--- src/rtl/i2s_rxp_pkg.sv ---
package i2s_rxp_pkg;

    localparam int MODE_W = 3;

    typedef struct packed {
        logic drop_first;
        logic swap;
        logic wide16;
        logic single;
    } rxp_cfg_t;

    typedef enum logic [1:0] {
        SL_SEEK   = 2'd0,
        SL_FIRST  = 2'd1,
        SL_SECOND = 2'd2
    } slot_e;

    function automatic rxp_cfg_t decode_cfg(input logic drop_first,
                                            input logic swap,
                                            input logic [MODE_W-1:0] mode);
        rxp_cfg_t c;
        c.drop_first = drop_first;
        c.swap       = swap;
        unique case (mode)
            3'd1:    begin c.wide16 = 1'b1; c.single = 1'b1; end
            3'd2:    begin c.wide16 = 1'b0; c.single = 1'b0; end
            3'd3:    begin c.wide16 = 1'b0; c.single = 1'b1; end
            default: begin c.wide16 = 1'b1; c.single = 1'b0; end
        endcase
        return c;
    endfunction

endpackage

--- src/rtl/i2s_rxp_cfg.sv ---
module i2s_rxp_cfg
    import i2s_rxp_pkg::*;
(
    input  logic              clk_i,
    input  logic              rst_i,
    input  logic              en_i,
    input  logic              drop_first_i,
    input  logic              swap_i,
    input  logic [MODE_W-1:0] mode_i,
    output rxp_cfg_t          cfg_o
);

    rxp_cfg_t cfg_d, cfg_q;

    always_comb begin
        cfg_d = cfg_q;
        if (!en_i) begin
            cfg_d = decode_cfg(drop_first_i, swap_i, mode_i);
        end
    end

    always_ff @(posedge clk_i) begin
        if (rst_i) begin
            cfg_q <= decode_cfg(1'b0, 1'b0, '0);
        end else begin
            cfg_q <= cfg_d;
        end
    end

    assign cfg_o = cfg_q;

    // configuration frozen across a running stream
    a_r10_cfg_frozen: assert property (@(posedge clk_i) disable iff (rst_i)
        (en_i && $past(en_i)) |-> $stable(cfg_q));

endmodule

--- src/rtl/i2s_rxp_slot.sv ---
module i2s_rxp_slot
    import i2s_rxp_pkg::*;
(
    input  logic clk_i,
    input  logic rst_i,
    input  logic en_i,
    input  logic vld_i,
    input  logic ws_i,
    input  logic drop_first_i,
    output logic slot_first_o,
    output logic slot_second_o
);

    typedef struct packed {
        slot_e st;
    } slot_st_t;

    slot_st_t s_d, s_q;
    logic     first_c, second_c;

    always_comb begin
        s_d      = s_q;
        first_c  = 1'b0;
        second_c = 1'b0;
        if (!en_i) begin
            s_d.st = SL_SEEK;
        end else if (vld_i) begin
            unique case (s_q.st)
                SL_SEEK: begin
                    if (!ws_i) begin
                        if (drop_first_i) begin
                            s_d.st = SL_FIRST;
                        end else begin
                            first_c = 1'b1;
                            s_d.st  = SL_SECOND;
                        end
                    end
                end
                SL_FIRST: begin
                    first_c = 1'b1;
                    s_d.st  = SL_SECOND;
                end
                SL_SECOND: begin
                    second_c = 1'b1;
                    s_d.st   = SL_FIRST;
                end
                default: s_d.st = SL_SEEK;
            endcase
        end
    end

    always_ff @(posedge clk_i) begin
        if (rst_i) begin
            s_q.st <= SL_SEEK;
        end else begin
            s_q <= s_d;
        end
    end

    assign slot_first_o  = first_c;
    assign slot_second_o = second_c;

    // words with channel-select 1 never end the search
    a_r3_seek_holds: assert property (@(posedge clk_i) disable iff (rst_i)
        (en_i && vld_i && ws_i && s_q.st == SL_SEEK) |=> (s_q.st == SL_SEEK));

    // a dropped start word leaves the sequencer waiting for a pair's first word
    a_r4_drop_start: assert property (@(posedge clk_i) disable iff (rst_i)
        (en_i && vld_i && !ws_i && drop_first_i && s_q.st == SL_SEEK) |=> (s_q.st == SL_FIRST));

    // enable low returns to the search
    a_r11_idle_seek: assert property (@(posedge clk_i) disable iff (rst_i)
        !en_i |=> (s_q.st == SL_SEEK));

endmodule

--- src/rtl/i2s_rxp_lane.sv ---
module i2s_rxp_lane #(
    parameter int LANE_W = 32
) (
    input  logic              wide16_i,
    input  logic [LANE_W-1:0] word_i,
    output logic [LANE_W-1:0] lane_o
);

    localparam int HALF_W = LANE_W / 2;

    logic [LANE_W-1:0] packed_half;

    generate
        if (HALF_W > 0) begin : g_half
            assign packed_half = {word_i[HALF_W-1:0], {HALF_W{1'b0}}};
        end else begin : g_none
            assign packed_half = word_i;
        end
    endgenerate

    always_comb begin
        lane_o = wide16_i ? packed_half : word_i;
    end

endmodule

--- src/rtl/i2s_rxp_out.sv ---
module i2s_rxp_out
    import i2s_rxp_pkg::*;
#(
    parameter int LANE_W = 32
) (
    input  logic              clk_i,
    input  logic              rst_i,
    input  rxp_cfg_t          cfg_i,
    input  logic              slot_first_i,
    input  logic              slot_second_i,
    input  logic [LANE_W-1:0] lane_i,
    input  logic              fifo_full_i,
    input  logic              ovf_clr_i,
    output logic              push_o,
    output logic [LANE_W-1:0] data_o,
    output logic              ovf_o
);

    typedef struct packed {
        logic [LANE_W-1:0] hold;
        logic              pend_vld;
        logic [LANE_W-1:0] pend;
        logic              push;
        logic [LANE_W-1:0] data;
        logic              ovf;
    } out_st_t;

    out_st_t s_d, s_q;

    always_comb begin
        s_d          = s_q;
        s_d.push     = 1'b0;
        s_d.pend_vld = 1'b0;

        if (s_q.pend_vld) begin
            s_d.push = 1'b1;
            s_d.data = s_q.pend;
        end

        if (slot_first_i) begin
            s_d.hold = lane_i;
            if (cfg_i.single && !cfg_i.swap) begin
                s_d.push = 1'b1;
                s_d.data = lane_i;
            end
        end

        if (slot_second_i) begin
            if (cfg_i.single) begin
                if (cfg_i.swap) begin
                    s_d.push = 1'b1;
                    s_d.data = lane_i;
                end
            end else begin
                s_d.push     = 1'b1;
                s_d.data     = cfg_i.swap ? lane_i : s_q.hold;
                s_d.pend_vld = 1'b1;
                s_d.pend     = cfg_i.swap ? s_q.hold : lane_i;
            end
        end

        s_d.ovf = (s_q.ovf && !ovf_clr_i) || (s_q.push && fifo_full_i);
    end

    always_ff @(posedge clk_i) begin
        if (rst_i) begin
            s_q <= '0;
        end else begin
            s_q <= s_d;
        end
    end

    assign push_o = s_q.push && !fifo_full_i;
    assign data_o = s_q.data;
    assign ovf_o  = s_q.ovf;

    // a completed pair in a paired code gives writes on two consecutive cycles
    a_r7_pair_back_to_back: assert property (@(posedge clk_i) disable iff (rst_i)
        (slot_second_i && !cfg_i.single) |=> (s_q.push ##1 s_q.push));

    // single codes never write on two consecutive cycles
    a_r6_single_spaced: assert property (@(posedge clk_i) disable iff (rst_i)
        (cfg_i.single && s_q.push) |=> !s_q.push);

    // a write met by a full FIFO raises the flag
    a_r8_lost_write: assert property (@(posedge clk_i) disable iff (rst_i)
        (s_q.push && fifo_full_i) |=> s_q.ovf);

    // the flag only falls on a clear
    a_r9_sticky: assert property (@(posedge clk_i) disable iff (rst_i)
        (s_q.ovf && !ovf_clr_i) |=> s_q.ovf);

endmodule

--- src/rtl/i2s_rx_packer.sv ---
module i2s_rx_packer
    import i2s_rxp_pkg::*;
#(
    parameter int LANE_W = 32
) (
    input  logic              clk_i,
    input  logic              rst_i,
    input  logic              en_i,
    input  logic              cfg_drop_first_i,
    input  logic              cfg_swap_i,
    input  logic [MODE_W-1:0] cfg_mode_i,
    input  logic              word_vld_i,
    input  logic [LANE_W-1:0] word_data_i,
    input  logic              word_ws_i,
    input  logic              fifo_full_i,
    input  logic              ovf_clr_i,
    output logic              fifo_push_o,
    output logic [LANE_W-1:0] fifo_data_o,
    output logic              ovf_o
);

    rxp_cfg_t          cfg;
    logic              slot_first, slot_second;
    logic [LANE_W-1:0] lane;

    i2s_rxp_cfg u_cfg (
        .clk_i        (clk_i),
        .rst_i        (rst_i),
        .en_i         (en_i),
        .drop_first_i (cfg_drop_first_i),
        .swap_i       (cfg_swap_i),
        .mode_i       (cfg_mode_i),
        .cfg_o        (cfg)
    );

    i2s_rxp_slot u_slot (
        .clk_i         (clk_i),
        .rst_i         (rst_i),
        .en_i          (en_i),
        .vld_i         (word_vld_i),
        .ws_i          (word_ws_i),
        .drop_first_i  (cfg.drop_first),
        .slot_first_o  (slot_first),
        .slot_second_o (slot_second)
    );

    i2s_rxp_lane #(.LANE_W(LANE_W)) u_lane (
        .wide16_i (cfg.wide16),
        .word_i   (word_data_i),
        .lane_o   (lane)
    );

    i2s_rxp_out #(.LANE_W(LANE_W)) u_out (
        .clk_i         (clk_i),
        .rst_i         (rst_i),
        .cfg_i         (cfg),
        .slot_first_i  (slot_first),
        .slot_second_i (slot_second),
        .lane_i        (lane),
        .fifo_full_i   (fifo_full_i),
        .ovf_clr_i     (ovf_clr_i),
        .push_o        (fifo_push_o),
        .data_o        (fifo_data_o),
        .ovf_o         (ovf_o)
    );

endmodule

--- config.mk ---
export PLATFORM = sky130hd
export DESIGN_NAME = i2s_rx_packer
export DESIGN_NICKNAME = d
export VERILOG_FILES = /design/src/rtl/i2s_rxp_pkg.sv /design/src/rtl/i2s_rxp_cfg.sv /design/src/rtl/i2s_rxp_slot.sv /design/src/rtl/i2s_rxp_lane.sv /design/src/rtl/i2s_rxp_out.sv /design/src/rtl/i2s_rx_packer.sv
export SDC_FILE = /design/constraint.sdc
export NUM_CORES = 1
export LEC_CHECK = 0
export ABC_AREA = 1
export BUFFER_PORTS_ARGS = -buffer_cell sky130_fd_sc_hd__buf_2
export CAP_MARGIN = 5
export CORE_UTILIZATION = 45
export CTS_BUF_LIST = sky130_fd_sc_hd__clkbuf_8
export CTS_CLUSTER_DIAMETER = 50
export DETAILED_ROUTE_END_ITERATION = 10
export MAX_ROUTING_LAYER = met4
export PLACE_DENSITY_LB_ADDON = 0.1
export SLEW_MARGIN = 20
export SYNTH_ARGS = -nofsm -noshare
export SYNTH_HDL_FRONTEND = slang
export SYNTH_SLANG_ARGS = --single-unit
--- constraint.sdc ---
create_clock -name clk_i -period 2.06 [get_ports clk_i]
set_input_delay 0.206 -clock clk_i [delete_from_list [all_inputs] [get_ports clk_i]]
set_output_delay 0.206 -clock clk_i [all_outputs]
set_load 0.1 [all_outputs]
== After elaboration in Yosys (flattened, before gate mapping) ==
Cells that the tools add are included.

* Input bits: 44
* Output and inout port bits: 34
* Logic and storage cells: 55
* Bits in registers: 105

* Muxes and demuxes: 22
* Bitwise gates (word level): 3
* Reduce and logical (&&, ||, !) cells: 13
* Equality and inequality tests: 6

{| class="wikitable"
|+ Operators by type and width
! operator !! number
|-
| 2-to-1 mux 33 bit || 7
|-
| 2-to-1 mux 32 bit || 3
|-
| case mux 2 bit (3 select lines) || 2
|-
| 2-to-1 mux 1 bit || 7
|-
| equality test 3 x 2 -> 1 bit, second input constant || 2
|-
| logical AND 1 bit || 4
|-
| 2-to-1 mux 2 bit || 2
|-
| AND reduction 2 bit || 2
|-
| OR reduction 2 bit || 2
|-
| equality test 3 x 1 -> 1 bit, second input constant || 1
|-
| zero test 1 bit || 3
|-
| NOT 1 bit || 3
|-
| equality test 2 x 1 -> 1 bit, second input constant || 1
|-
| equality test 2 bit, second input constant || 1
|-
| zero test 2 bit || 1
|-
| != test 2 bit, second input constant || 1
|-
| case mux 1 bit (2 select lines) || 1
|-
| logical OR 1 bit || 1
|}

== Depth between registers and ports, before layout ==
Gate-level depths: netlist of run 1.

* Depth in word-level cells: 9
* Mapped depth: 8
* Depth with buffers taken out: 7

== Hierarchy ==
Synthesis of run 1 repeated with hierarchy kept, for this count alone.

* Cell total of the unflattened synthesis: 929
* Area total of the unflattened synthesis: 5751.8 sq um

{| class="wikitable"
|+ By module, submodules not included
! module !! cells each !! times used !! area an instance (sq um) !! seq. area each (sq um)
|-
| i2s_rxp_out || 794 || 1 || 5092.4 || 1981.9
|-
| i2s_rxp_lane || 86 || 1 || 361.6 || 0.0
|-
| i2s_rxp_cfg || 22 || 1 || 152.6 || 80.1
|-
| i2s_rxp_slot || 27 || 1 || 145.1 || 40.0
|}

== Worst setup path after synthesis of run 1 ==
Ideal clock, no wire load.

* Path kind: register -> output
* Start point: register u_out.s_q[33] (netlist name)
* End point: output fifo_push_o
* Slack: 0.255 ns
* Buffers on the path: 0
* Data required time: 1.854 ns
* Arrival time: 1.599 ns
* Cell stages (with the launch flop): 3
* Cells stage by stage: dfxtp_1 inv_1 nor2_1

* Longest elaborated chain between the ends: 1

{| class="wikitable"
|+ RTL lines
! element !! line !! text
|-
| start, declared || i2s_rxp_out.sv:28 || <nowiki>out_st_t s_d, s_q;</nowiki>
|-
| start signal, assigned || i2s_rxp_out.sv:67 || <nowiki>s_q <= '0;</nowiki>
|-
| start signal, assigned || i2s_rxp_out.sv:69 || <nowiki>s_q <= s_d;</nowiki>
|-
| logical AND 1 bit || i2s_rxp_out.sv:73 || <nowiki>assign push_o = s_q.push && !fifo_full_i;</nowiki>
|-
| end, declared || i2s_rx_packer.sv:17 || <nowiki>output logic fifo_push_o,</nowiki>
|}

Every way passes these cells.

== Worst setup path after layout of run 1 ==
* Start point: register u_out.s_q[66] (netlist name)
* End point: register u_out.s_q (netlist bit u_out.data_o[19])

* Longest elaborated chain between the ends: 6

{| class="wikitable"
|+ RTL lines
! element !! line !! text
|-
| 2-to-1 mux 33 bit * || i2s_rxp_out.sv:35 || <nowiki>if (s_q.pend_vld) begin</nowiki>
|-
| 2-to-1 mux 33 bit || i2s_rxp_out.sv:42 || <nowiki>if (cfg_i.single && !cfg_i.swap) begin</nowiki>
|-
| 2-to-1 mux 33 bit * || i2s_rxp_out.sv:40 || <nowiki>if (slot_first_i) begin</nowiki>
|-
| 2-to-1 mux 33 bit || i2s_rxp_out.sv:50 || <nowiki>if (cfg_i.swap) begin</nowiki>
|-
| 2-to-1 mux 33 bit || i2s_rxp_out.sv:49 || <nowiki>if (cfg_i.single) begin</nowiki>
|-
| 2-to-1 mux 33 bit * || i2s_rxp_out.sv:48 || <nowiki>if (slot_second_i) begin</nowiki>
|}

Every way passes the cells marked *; elsewhere a longest branch is shown, timed or not.
A chain may end at the register's enable or synchronous reset.

==> flow_summary_export.csv, run 1 <==
group,metric,value,unit
clocking,cts_resized,0,
synthesis,yosysWarnings,0,
worst_setup_path,cp-start-kind,"flip-flop",
synthesis,synthFlopType,"dfxtp_1",
floorplanning,start_util,46.8,%
global_route,grt_max_degree,82,
sta,setup_viol,0,
detailed_routing,drt_wl_total,16.7,mm
global_route,grt_overflow,0,
cells_and_area,final_cell_area,6220,sq um
synthesis,ys_ff_latch,105,
worst_setup_path,worst-path-stages,7,
worst_setup_path,cp_max_fo,20,
floorplanning,die_x,115,microns
worst_setup_path,crit_type,"reg2reg",
place,post_dp_cell_area,6050,sq um
place,place_congestion,0.883,
cells_and_area,drive_gt1_share,16.1,%
worst_setup_path,max_stage_delay,0.33,ns
synthesis,syn_inst,864,
worst_setup_path,startpoint,"u_out.s_q[66]",
worst_setup_path,crit_buf_inv,3,
detailed_routing,viasPerCell,5.56,
sta,slew_headroom,66.9,%
synthesis,syn_area_per_cell,6.62,sq um
global_route,grt_pass1_vias,5431,
pwr,p_sw_share,29.9,%
sta,worstMarginPinSlew,0.501,ns
worst_setup_path,endpoint,"u_out.data_o[19]",
clocking,clockBufferDepth,2,
global_route,gr-usage-all-layers,27.6,%
worst_setup_path,timing.rr.start,"u_out.s_q[66]",
clocking,post_cts_buffers,0,
pwr,peakVddDrop,266,uV
place,io_buffers,77,
pwr,clockPowerShare,30.8,%
detailed_routing,drt-initial-drc-count,549,
hold_path,hold_class,"in2reg",
detailed_routing,vias,5851,
cells_and_area,final_cells,1052,
global_route,grt_pass1_wl,27.3,mm
sta,period_minus_slack,1.63,ns
pwr,p_int,2.75,mW
worst_setup_path,cp.arrival,1.95,ns
detailed_routing,dr.pass1.iters,5,
synthesis,synth_nets,908,
worst_setup_path,r2r-end,"u_out.data_o[19]",
outcome,outcome,"finished clean",
clocking,cts_tree,"done",
pwr,p_sw,1.18,mW
cells_and_area,fin_nets,923,
floorplanning,io_pins,78,
synthesis,async_flop_share,0,%
sta,rsz0062_at_grt,"false",
detailed_routing,postRouteAntennaNets,0,
clocking,cts_num_sinks,105,
worst_setup_path,reg2reg_depth,7,
global_route,antenna_found_initial,0,
sta,hold_viol_final,0,
place,dpl.hpwl,10.8,mm
synthesis,yosysSeqAreaShare,36.8,%
clocking,clk_latency,0.39,ns
worst_setup_path,crit_family,"buffers and inverters",
floorplanning,std_cell_rows,40,
worst_setup_path,path_cells,"buf_4 > inv_1 > buf_4 > a21boi_0 > nand2_1 > nand3_1 > a21oi_1",
clocking,cts_hold_buffers,0,
worst_setup_path,endpoint_kind,"flip-flop",
worst_setup_path,r2r_setup_slack,0.43,ns
cells_and_area,syn_to_final_growth,8.84,%
place,placedCellCount,1036,
detailed_routing,drc_errors,0,
clocking,htree_levels,3,
cells_and_area,diodes,0,
worst_setup_path,cpMostUsedCell,"buf_4",
pwr,p_seq_share,54.1,%
synthesis,syn_area,5720,sq um
cells_and_area,fill_cells,1330,
sta,maxSlewViolCount,0,
pwr,fin_total_pwr,3.92,mW
sta,clock.fmax,612,MHz
sta,setup_slack,0.426,ns
detailed_routing,routedWlPerCell,15.9,microns
synthesis,synth-edff-count,0,
pwr,cellLeakagePower,2.62,nW
synthesis,ys_types,24,
floorplanning,die-area,13200,sq um
floorplanning,core_area,12200,sq um
flow_run,maxCapViolCount,0,
pwr,combPwrFrac,15.1,%
worst_setup_path,crit_slowest_cell,"buf_4",
pwr,p_per_area,631,nW/um^2
worst_setup_path,critical_path_required,2.38,ns
place,dp_slack,0.461,ns
sta,period_share,79.3,%
sta,fin_setup_tns,0,ns
clocking,clk_pin_slew,0.10,ns
floorplanning,die_y,115,microns
clocking,numCtsBuffers,9,
sta,skew,0.00906,ns
clocking,clockRootBuffer,"clkbuf_8",
==> cell families (layout without fill, tap and decap cells) <==
kind of cell / Yosys count / after routing / share of synthesized area [%]
AND/OR/NAND/NOR: 374 / 374 / 28.7
buffers and inverters: 159 / 179 / 13.0
AO/OA/AOI/OAI: 226 / 226 / 21.5
flip-flops: 105 / 105 / 36.8
==> Yosys cell counts, types with 2 or more instances <==
cell / instances / area (sq um)
nand2_1: 215 / 807
o21ai_0: 107 / 536
dfxtp_1: 105 / 2100
nand3_1: 90 / 450
a21oi_1: 78 / 390
inv_1: 51 / 191
clkbuf_1: 46 / 173
buf_4: 33 / 248
nand4_1: 32 / 200
nor2_1: 23 / 86.3
a211oi_1: 20 / 150
buf_2: 19 / 95.1
a21boi_0: 10 / 75.1
or2_2: 10 / 62.6
buf_1: 7 / 26.3
a21boi_1: 5 / 37.5
a31oi_1: 3 / 18.8
inv_2: 3 / 11.3
nor2_2: 2 / 12.5
==> area by class of cell <==
type	count	area, sq um	share of cell area, %
multi-input combinational	600	2880	46.3
clock inverter	5	23.8	0.382
inverter	54	203	3.26
timing repair buffer	109	651	10.5
sequential	105	2100	33.8
tap	168	210	3.38
clock buffer	11	151	2.43
==> routing by layer <==
metal	GRT usage (%)	share of wire [%]	vias up
met1	36.4	47	2714
met5	-	0	-
met4	12.3	2.2	0
met3	3.18	5.2	31
li1	-	-	2895
met2	42.5	46	211
==> flip-flops by register name, indices dropped and copies added (netlist names) <==
register      cells
u_out.data_o     32
u_slot.s_q        2
u_out.s_q        66
u_out.ovf_o       1
u_cfg.cfg_o       4
==> cells in the final DEF (no fill, tap or decap) <==
cell          n
nand2_1     215
o21ai_0     107
dfxtp_1     104
nand3_1      90
a21oi_1      78
buf_2        77
inv_1        54
nand4_1      32
buf_4        30
nor2_1       23
a211oi_1     20
clkbuf_8     11
or2_2        10
a21boi_0     10
a21boi_1      5
inv_2         3
a31oi_1       3
o21ai_2       2
nor2_2        2
buf_12        2
nand3_2       1
nor3_4        1
a32oi_1       1
clkinvlp_4    1
clkinv_2      1
dfxtp_2       1
==> metrics by stage <==
| stage | util [%] | hold WS [ns] |
|---|---|---|
| 2_1_floorplan | - | 0.319 |
| 3_3_place_gp | 49.5 | 0.424 |
| 3_5_place_dp | 49.5 | 0.434 |
| 4_1_cts | 50.9 | 0.0227 |
| 5_1_grt | 50.9 | 0.0360 |
| 6_report | 50.9 | 0.0318 |
==> worst reg2reg max path, cell delays in order (launching register included) <==
cell and delay [ns]:
dfxtp_1 0.32, buf_4 0.19, inv_1 0.24, buf_4 0.33, a21boi_0 0.16, nand2_1 0.09
nand3_1 0.08, a21oi_1 0.14
==> power groups by stage <==
| stage | clock, mW | combinational (mW) | sequential (mW) |
|---|---|---|---|
| after floorplan | 0 | 0.419 | 2.16 |
| after CTS | 1.23 | 0.587 | 2.12 |
| after global placement | 0 | 0.576 | 2.17 |
| final | 1.21 | 0.592 | 2.12 |
| after global routing | 1.33 | 0.656 | 2.13 |
| after detailed placement | 0 | 0.586 | 2.17 |
==> how the worst min path moves through the flow <==
| stage | from | endpoint | slack, ns | cells past startpoint |
|---|---|---|---|---|
| after floorplan | cfg_swap_i | u_cfg.cfg_o[2] | 0.32 | 2 |
| after global placement | cfg_drop_first_i | u_cfg.cfg_o[3] | 0.42 | 3 |
| after detailed placement | cfg_drop_first_i | u_cfg.cfg_o[3] | 0.43 | 3 |
| after CTS | cfg_drop_first_i | u_cfg.cfg_o[3] | 0.02 | 3 |
| after global routing | cfg_mode_i[1] | u_cfg.cfg_o[1] | 0.04 | 2 |
| final | cfg_drop_first_i | u_cfg.cfg_o[3] | 0.03 | 3 |
No activity file was read; power rests on OpenSTA's default activity.
==> run 2, diff against run 1 <==
==> constraint.sdc (replaced) <==
create_clock -name clk_i -period 1.4 [get_ports clk_i]
set_input_delay 0.14 -clock clk_i [delete_from_list [all_inputs] [get_ports clk_i]]
set_output_delay 0.14 -clock clk_i [all_outputs]
set_load 0.1 [all_outputs]
==> run 2 against run 1 <==
Global-route usage shrank 0.95 points. First-iteration DRC count shrank 11%. Worst hold slack better by 0.020 ns. Largest cell class unchanged. Die area unchanged. Setup slack lost 0.39 ns. Combinational power rose by 55%. Sequential power grew 48%. Critical endpoint is now fifo_data_o[10]. Design area grew 4.2%.
==> flow_summary_export.csv, run 2 (same netlist as run 1, synthesis figures left out) <==
group,metric,value,unit
outcome,outcome,"finished clean",
worst_setup_path,r2r-end,"u_out.data_o[25]",
cells_and_area,regArea,2110,sq um
clocking,clockBufferDepth,2,
cells_and_area,fin_util,53.1,%
place,io_buffers,77,
global_route,grt_overflow,0,
pwr,p_sw,1.79,mW
worst_setup_path,cp.arrival,1.22,ns
clocking,numCtsBuffers,9,
hold_path,hold_class,"in2reg",
cells_and_area,syn_to_final_growth,13.4,%
global_route,grt_max_degree,62,
flow_run,maxCapViolCount,0,
detailed_routing,drt-initial-drc-count,486,
pwr,clockPowerShare,32.2,%
sta,hold_viol_final,0,
clocking,clk_latency,0.38,ns
place,place_congestion,0.832,
worst_setup_path,cp_max_fo,2,
worst_setup_path,crit_type,"reg2out",
worst_setup_path,path_cells,"buf_2",
detailed_routing,postRouteAntennaNets,0,
cells_and_area,drive_gt1_share,17.6,%
floorplanning,start_util,46.8,%
clocking,cts_tree,"done",
global_route,grt_pass1_vias,5225,
sta,clock.fmax,733,MHz
global_route,grt_pass1_wl,26.4,mm
cells_and_area,layout_commonest_cell,"nand2_1",
floorplanning,io_pins,78,
pwr,p_per_area,920,nW/um^2
cells_and_area,fill_cells,1253,
sta,worstMarginPinSlew,0.493,ns
sta,setup_viol,0,
pwr,peakVddDrop,437,uV
worst_setup_path,timing.rr.start,"u_slot.s_q[1]",
sta,rsz0062_at_grt,"true",
worst_setup_path,critical_path_required,1.26,ns
place,dpl.hpwl,11.2,mm
hold_path,hold_depth,3,
pwr,combPwrFrac,15.4,%
floorplanning,die-area,13200,sq um
detailed_routing,viasPerCell,5.51,
worst_setup_path,crit_slowest_cell,"buf_2",
pwr,p_sw_share,29.9,%
sta,skew,0.00860,ns
clocking,clockRootBuffer,"clkbuf_8",
cells_and_area,regMostFlops,"u_out.s_q",
sta,setup_slack,0.0362,ns
detailed_routing,drt_wl_total,16.6,mm
global_route,gr-usage-all-layers,26.6,%
sta,maxSlewViolCount,0,
worst_setup_path,r2r_setup_slack,0.05,ns
cells_and_area,largest_reg_flops,66,
cells_and_area,most-common-layout-cells,"215 x nand2_1, 101 x dfxtp_1, 100 x o21ai_0",
cells_and_area,fin_nets,939,
pwr,cellLeakagePower,2.73,nW
hold_path,worstHoldEndpoint,"u_cfg.cfg_o[1]",
detailed_routing,vias,5885,
sta,slew_headroom,67.3,%
sta,period_minus_slack,1.36,ns
floorplanning,die_y,115,microns
pwr,p_seq_share,52.4,%
clocking,clk_pin_slew,0.10,ns
worst_setup_path,endpoint_kind,"output pin",
hold_path,holdCritStartpoint,"cfg_mode_i[2]",
clocking,cts_num_sinks,105,
worst_setup_path,reg2reg_depth,7,
pwr,p_int,4.18,mW
floorplanning,std_cell_rows,40,
detailed_routing,drc_errors,0,
detailed_routing,dr.pass1.iters,5,
detailed_routing,routedWlPerCell,15.5,microns
floorplanning,core_area,12200,sq um
worst_setup_path,cp-start-kind,"flip-flop",
floorplanning,die_x,115,microns
sta,period_share,97.4,%
clocking,htree_levels,3,
worst_setup_path,max_stage_delay,0.45,ns
worst_setup_path,crit_buf_inv,1,
clocking,post_cts_buffers,0,
place,dp_slack,0.00696,ns
global_route,antenna_found_initial,0,
cells_and_area,multi_input_area,2890,sq um
worst_setup_path,crit_family,"buffers and inverters",
cells_and_area,diodes,0,
run 2: cell count changes in the layout (fill, tap and decap cells not counted), moves of 3 or more:
| cell | delta |
|---|---|
| buf_12 | +7 |
| o21ai_1 | +7 |
| dfxtp_1 | -3 |
| dlygate4sd3_1 | +6 |
| o21ai_0 | -7 |
| dfxtp_2 | +3 |
run 2: per-layer routing:
layer  vias to the layer above  wire, microns  share of wire [%]  global-route usage (%)
met4                         0            297                1.8                    10.1
met1                      2684           7410                 45                    35.1
met3                        30           1130                6.8                    3.12
met2                       240           7750                 47                    41.8
li1                       2931              -                  -                       -
met5                         -              0                  0                       -
run 2: worst max path at each step:
stage,slack (ns),endpoint,start,cells past startpoint
global placement,0.05,u_out.data_o[26],u_slot.s_q[1],7
global route,-0.04,u_out.data_o[31],u_cfg.cfg_o[0],7
finish,0.04,fifo_data_o[10],u_out.data_o[10],1
CTS,0.01,fifo_data_o[11],u_out.data_o[11],1
floorplan,0.04,u_out.data_o[2],u_cfg.cfg_o[2],6
detailed placement,0.007,u_out.data_o[29],u_slot.s_q[1],7
run 2: timing repair:
action                                  CTS  global route
hold endpoints to repair                  5             0
endpoints found under the setup margin   11            82
pin swaps                                 0             1
hold buffers                              6             0
resized for setup                         2            14
run 2: cell type report:
| cell class | count | share of cell area (%) |
|---|---|---|
| Multi-Input combinational cell | 600 | 44.6 |
| Sequential cell | 105 | 32.5 |
| Timing Repair Buffer | 125 | 13.7 |
| Tap cell | 168 | 3.24 |
| Inverter | 54 | 3.13 |
| Clock buffer | 9 | 1.91 |
| Clock inverter | 7 | 0.984 |
run 2: stage by stage:
step / instances / power, mW / hold slack [ns] / TNS, ns / instance area (sq um)
floorplan: 864 / 3.80 / 0.253 / 0 / 5720
global placement: 1046 / 4.07 / 0.360 / 0 / 6210
detailed placement: 1046 / 4.08 / 0.360 / 0 / 6210
CTS: 1068 / 5.98 / 0.0455 / 0 / 6460
global route: 1068 / 6.20 / 0.0851 / -0.537 / 6480
finish: 1068 / 5.97 / 0.0523 / 0 / 6480
run 2: power groups by stage:
stage	Clock, mW	Sequential (mW)	Combinational (mW)
after CTS	1.95	3.13	0.903
final	1.92	3.13	0.916
after floorplan	0	3.18	0.617
after global placement	0	3.19	0.875
after detailed placement	0	3.19	0.890
after global routing	2.06	3.14	0.999
==> run 3, diff against run 2 <==
--- a/config.mk
+++ b/config.mk
@@ -8,10 +8,14 @@
 export ABC_AREA = 1
 export BUFFER_PORTS_ARGS = -buffer_cell sky130_fd_sc_hd__buf_2
 export CAP_MARGIN = 5
-export CORE_UTILIZATION = 45
+export CELL_PAD_IN_SITES_DETAIL_PLACEMENT = 1
+export CELL_PAD_IN_SITES_GLOBAL_PLACEMENT = 1
+export CORE_ASPECT_RATIO = 0.75
+export CORE_UTILIZATION = 38
 export CTS_BUF_LIST = sky130_fd_sc_hd__clkbuf_8
 export CTS_CLUSTER_DIAMETER = 50
 export DETAILED_ROUTE_END_ITERATION = 10
+export GPL_TIMING_DRIVEN = 0
 export MAX_ROUTING_LAYER = met4
 export PLACE_DENSITY_LB_ADDON = 0.1
 export SLEW_MARGIN = 20
==> run 3 against run 2 <==
Total power increased by 7.4%. Combinational power increased by 28%. Flip-flop and latch count unchanged. Critical path type is now reg2reg. Via count increased by 11%. Wire length increased by 43%. Clock power increased by 8%. First-iteration DRC count increased by 37%. The flow now finishes with violations (setup timing). Largest cell class unchanged. Design area increased by 15%. Count of clock-buffer cells in the layout unchanged.
==> flow_summary_export.csv, run 3 (same netlist as run 1, synthesis figures left out) <==
group,metric,value,unit
clocking,cts_num_sinks,105,
outcome,outcome,"finished with violations",
detailed_routing,drt-initial-drc-count,667,
pwr,peakVddDrop,409,uV
worst_setup_path,crit_type,"reg2reg",
sta,slew_headroom,51.1,%
cells_and_area,final_cell_area,7480,sq um
worst_setup_path,max_stage_delay,0.39,ns
floorplanning,die_x,144,microns
clocking,clockBufferDepth,2,
worst_setup_path,crit_slowest_cell,"dfxtp_4",
sta,fin_setup_tns,-0.264,ns
sta,skew,0.0157,ns
cells_and_area,final_cells,1172,
detailed_routing,postRouteAntennaNets,0,
detailed_routing,drc_errors,0,
pwr,p_per_area,856,nW/um^2
clocking,cts_tree,"done",
floorplanning,core_area,14600,sq um
hold_path,hold_depth,3,
clocking,htree_levels,3,
sta,maxSlewViolCount,0,
cells_and_area,fill_cells,1901,
global_route,grt_max_degree,20,
global_route,antenna_found_initial,0,
global_route,gr-usage-all-layers,32.3,%
worst_setup_path,cp.arrival,1.71,ns
cells_and_area,most-common-layout-cells,"177 x nand2_1, 99 x dfxtp_1, 83 x buf_4",
cells_and_area,largest_reg_flops,66,
detailed_routing,dr.pass1.iters,5,
worst_setup_path,path_cells,"buf_12 > nor2_4 > clkbuf_8 > nand4_1 > nand3_1 > a21oi_2",
detailed_routing,viasPerCell,5.55,
floorplanning,start_util,39.2,%
place,placedCellCount,1140,
cells_and_area,drive_gt1_share,32.2,%
floorplanning,die-area,15500,sq um
clocking,numCtsBuffers,9,
worst_setup_path,critical_path_required,1.66,ns
cells_and_area,layout_commonest_cell,"nand2_1",
clocking,clockRootBuffer,"clkbuf_8",
clocking,clk_pin_slew,0.11,ns
worst_setup_path,reg2reg_depth,6,
place,dpl.hpwl,17.8,mm
sta,rsz0062_at_grt,"true",
global_route,grt_overflow,0,
sta,hold_viol_final,0,
outcome,violations,"setup timing",
floorplanning,std_cell_rows,38,
place,io_buffers,76,
sta,worstMarginPinSlew,0.734,ns
sta,period_minus_slack,1.45,ns
cells_and_area,fin_nets,1011,
global_route,grt_pass1_wl,36.3,mm
worst_setup_path,r2r_setup_slack,-0.05,ns
worst_setup_path,cp_max_fo,10,
pwr,fin_total_pwr,6.41,mW
sta,period_share,104,%
detailed_routing,drt_wl_total,23.6,mm
clocking,clk_latency,0.41,ns
global_route,grt_pass1_vias,6432,
worst_setup_path,endpoint_kind,"flip-flop",
hold_path,hold_class,"in2reg",
floorplanning,die_y,108,microns
cells_and_area,diodes,0,
sta,setup_viol,14,
cells_and_area,syn_to_final_growth,30.9,%
pwr,cellLeakagePower,3.09,nW
cells_and_area,regMostFlops,"u_out.s_q",
floorplanning,io_pins,78,
detailed_routing,routedWlPerCell,20.2,microns
sta,clock.fmax,690,MHz
place,place_congestion,0.902,
place,post_dp_cell_area,6350,sq um
detailed_routing,vias,6506,
flow_run,maxCapViolCount,0,
sta,setup_slack,-0.0496,ns
place,dp_slack,-0.522,ns
worst_setup_path,cp-start-kind,"flip-flop",
run 3: changes by cell type in the layout (fill, tap and decap cells not counted), moves of 12 or more:
cell	change
nand3_1	-13
o21ai_1	+29
a21oi_2	+19
buf_4	+51
nand3_2	+12
nand2_2	+32
nand2_1	-38
o21ai_0	-39
buf_6	+15
clkbuf_4	+13
clkbuf_1	+12
clkbuf_2	+13
a21oi_1	-19
buf_2	-30
run 3: critical path, delay by kind of cell, from the launching register on:
| kind | cells | cell delay, ns |
|---|---|---|
| AND/OR/NAND/NOR | 3 | 0.49 |
| buffers and inverters | 2 | 0.36 |
| flip-flops | 1 | 0.39 |
| AO/OA/AOI/OAI | 1 | 0.06 |
run 3: layout make-up:
class / instances / area (sq um) / share of cell area, %
Buffer: 103 / 785 / 10.5
Clock buffer: 9 / 124 / 1.66
Clock inverter: 7 / 87.6 / 1.17
Inverter: 54 / 205 / 2.74
Multi-Input combinational cell: 600 / 3250 / 43.4
Sequential cell: 105 / 2120 / 28.3
Tap cell: 200 / 250 / 3.34
Timing Repair Buffer: 93 / 657 / 8.78
Timing Repair inverter: 1 / 7.51 / 0.100
run 3: path summary, 6_finish.rpt:
check                                    start         endpoint
worst max-delay path            u_cfg.cfg_o[2]  u_out.data_o[7]
worst max register to register  u_cfg.cfg_o[2]  u_out.data_o[7]
worst min-delay path                cfg_swap_i   u_cfg.cfg_o[2]
worst min register to register   u_out.s_q[56]    u_out.s_q[56]
run 3: metal layers:
layer / GRT usage [%] / up-vias / wire [microns]
met5: - / - / 0
met4: 6.61 / 0 / 225
met3: 7.62 / 17 / 1860
met2: 45.9 / 242 / 10000
met1: 45.9 / 3170 / 11500
li1: - / 3077 / -
run 3: repair_timing:
| action | in CTS | in global routing |
|---|---|---|
| pin swaps | 7 | 13 |
| buffers inserted | 9 | 2 |
| hold buffers | 4 | 0 |
| gates cloned | 2 | 1 |
| endpoints found under the hold margin | 3 | 0 |
| setup endpoints to repair | 127 | 99 |
| gates resized for setup | 187 | 126 |
run 3: through the flow:
step	util (%)	hold slack [ns]
2_1_floorplan	-	0.253
3_3_place_gp	43.5	0.352
3_5_place_dp	43.5	0.352
4_1_cts	48.8	0.00767
5_1_grt	51.3	0.0372
6_report	51.3	0.0184
run 3: power by group:
| group | switching (mW) | internal [mW] | leakage (nW) |
|---|---|---|---|
| clock | 1.21 | 0.865 | 0.107 |
| sequential | 0.0927 | 3.07 | 0.853 |
| combinational | 0.783 | 0.392 | 2.13 |
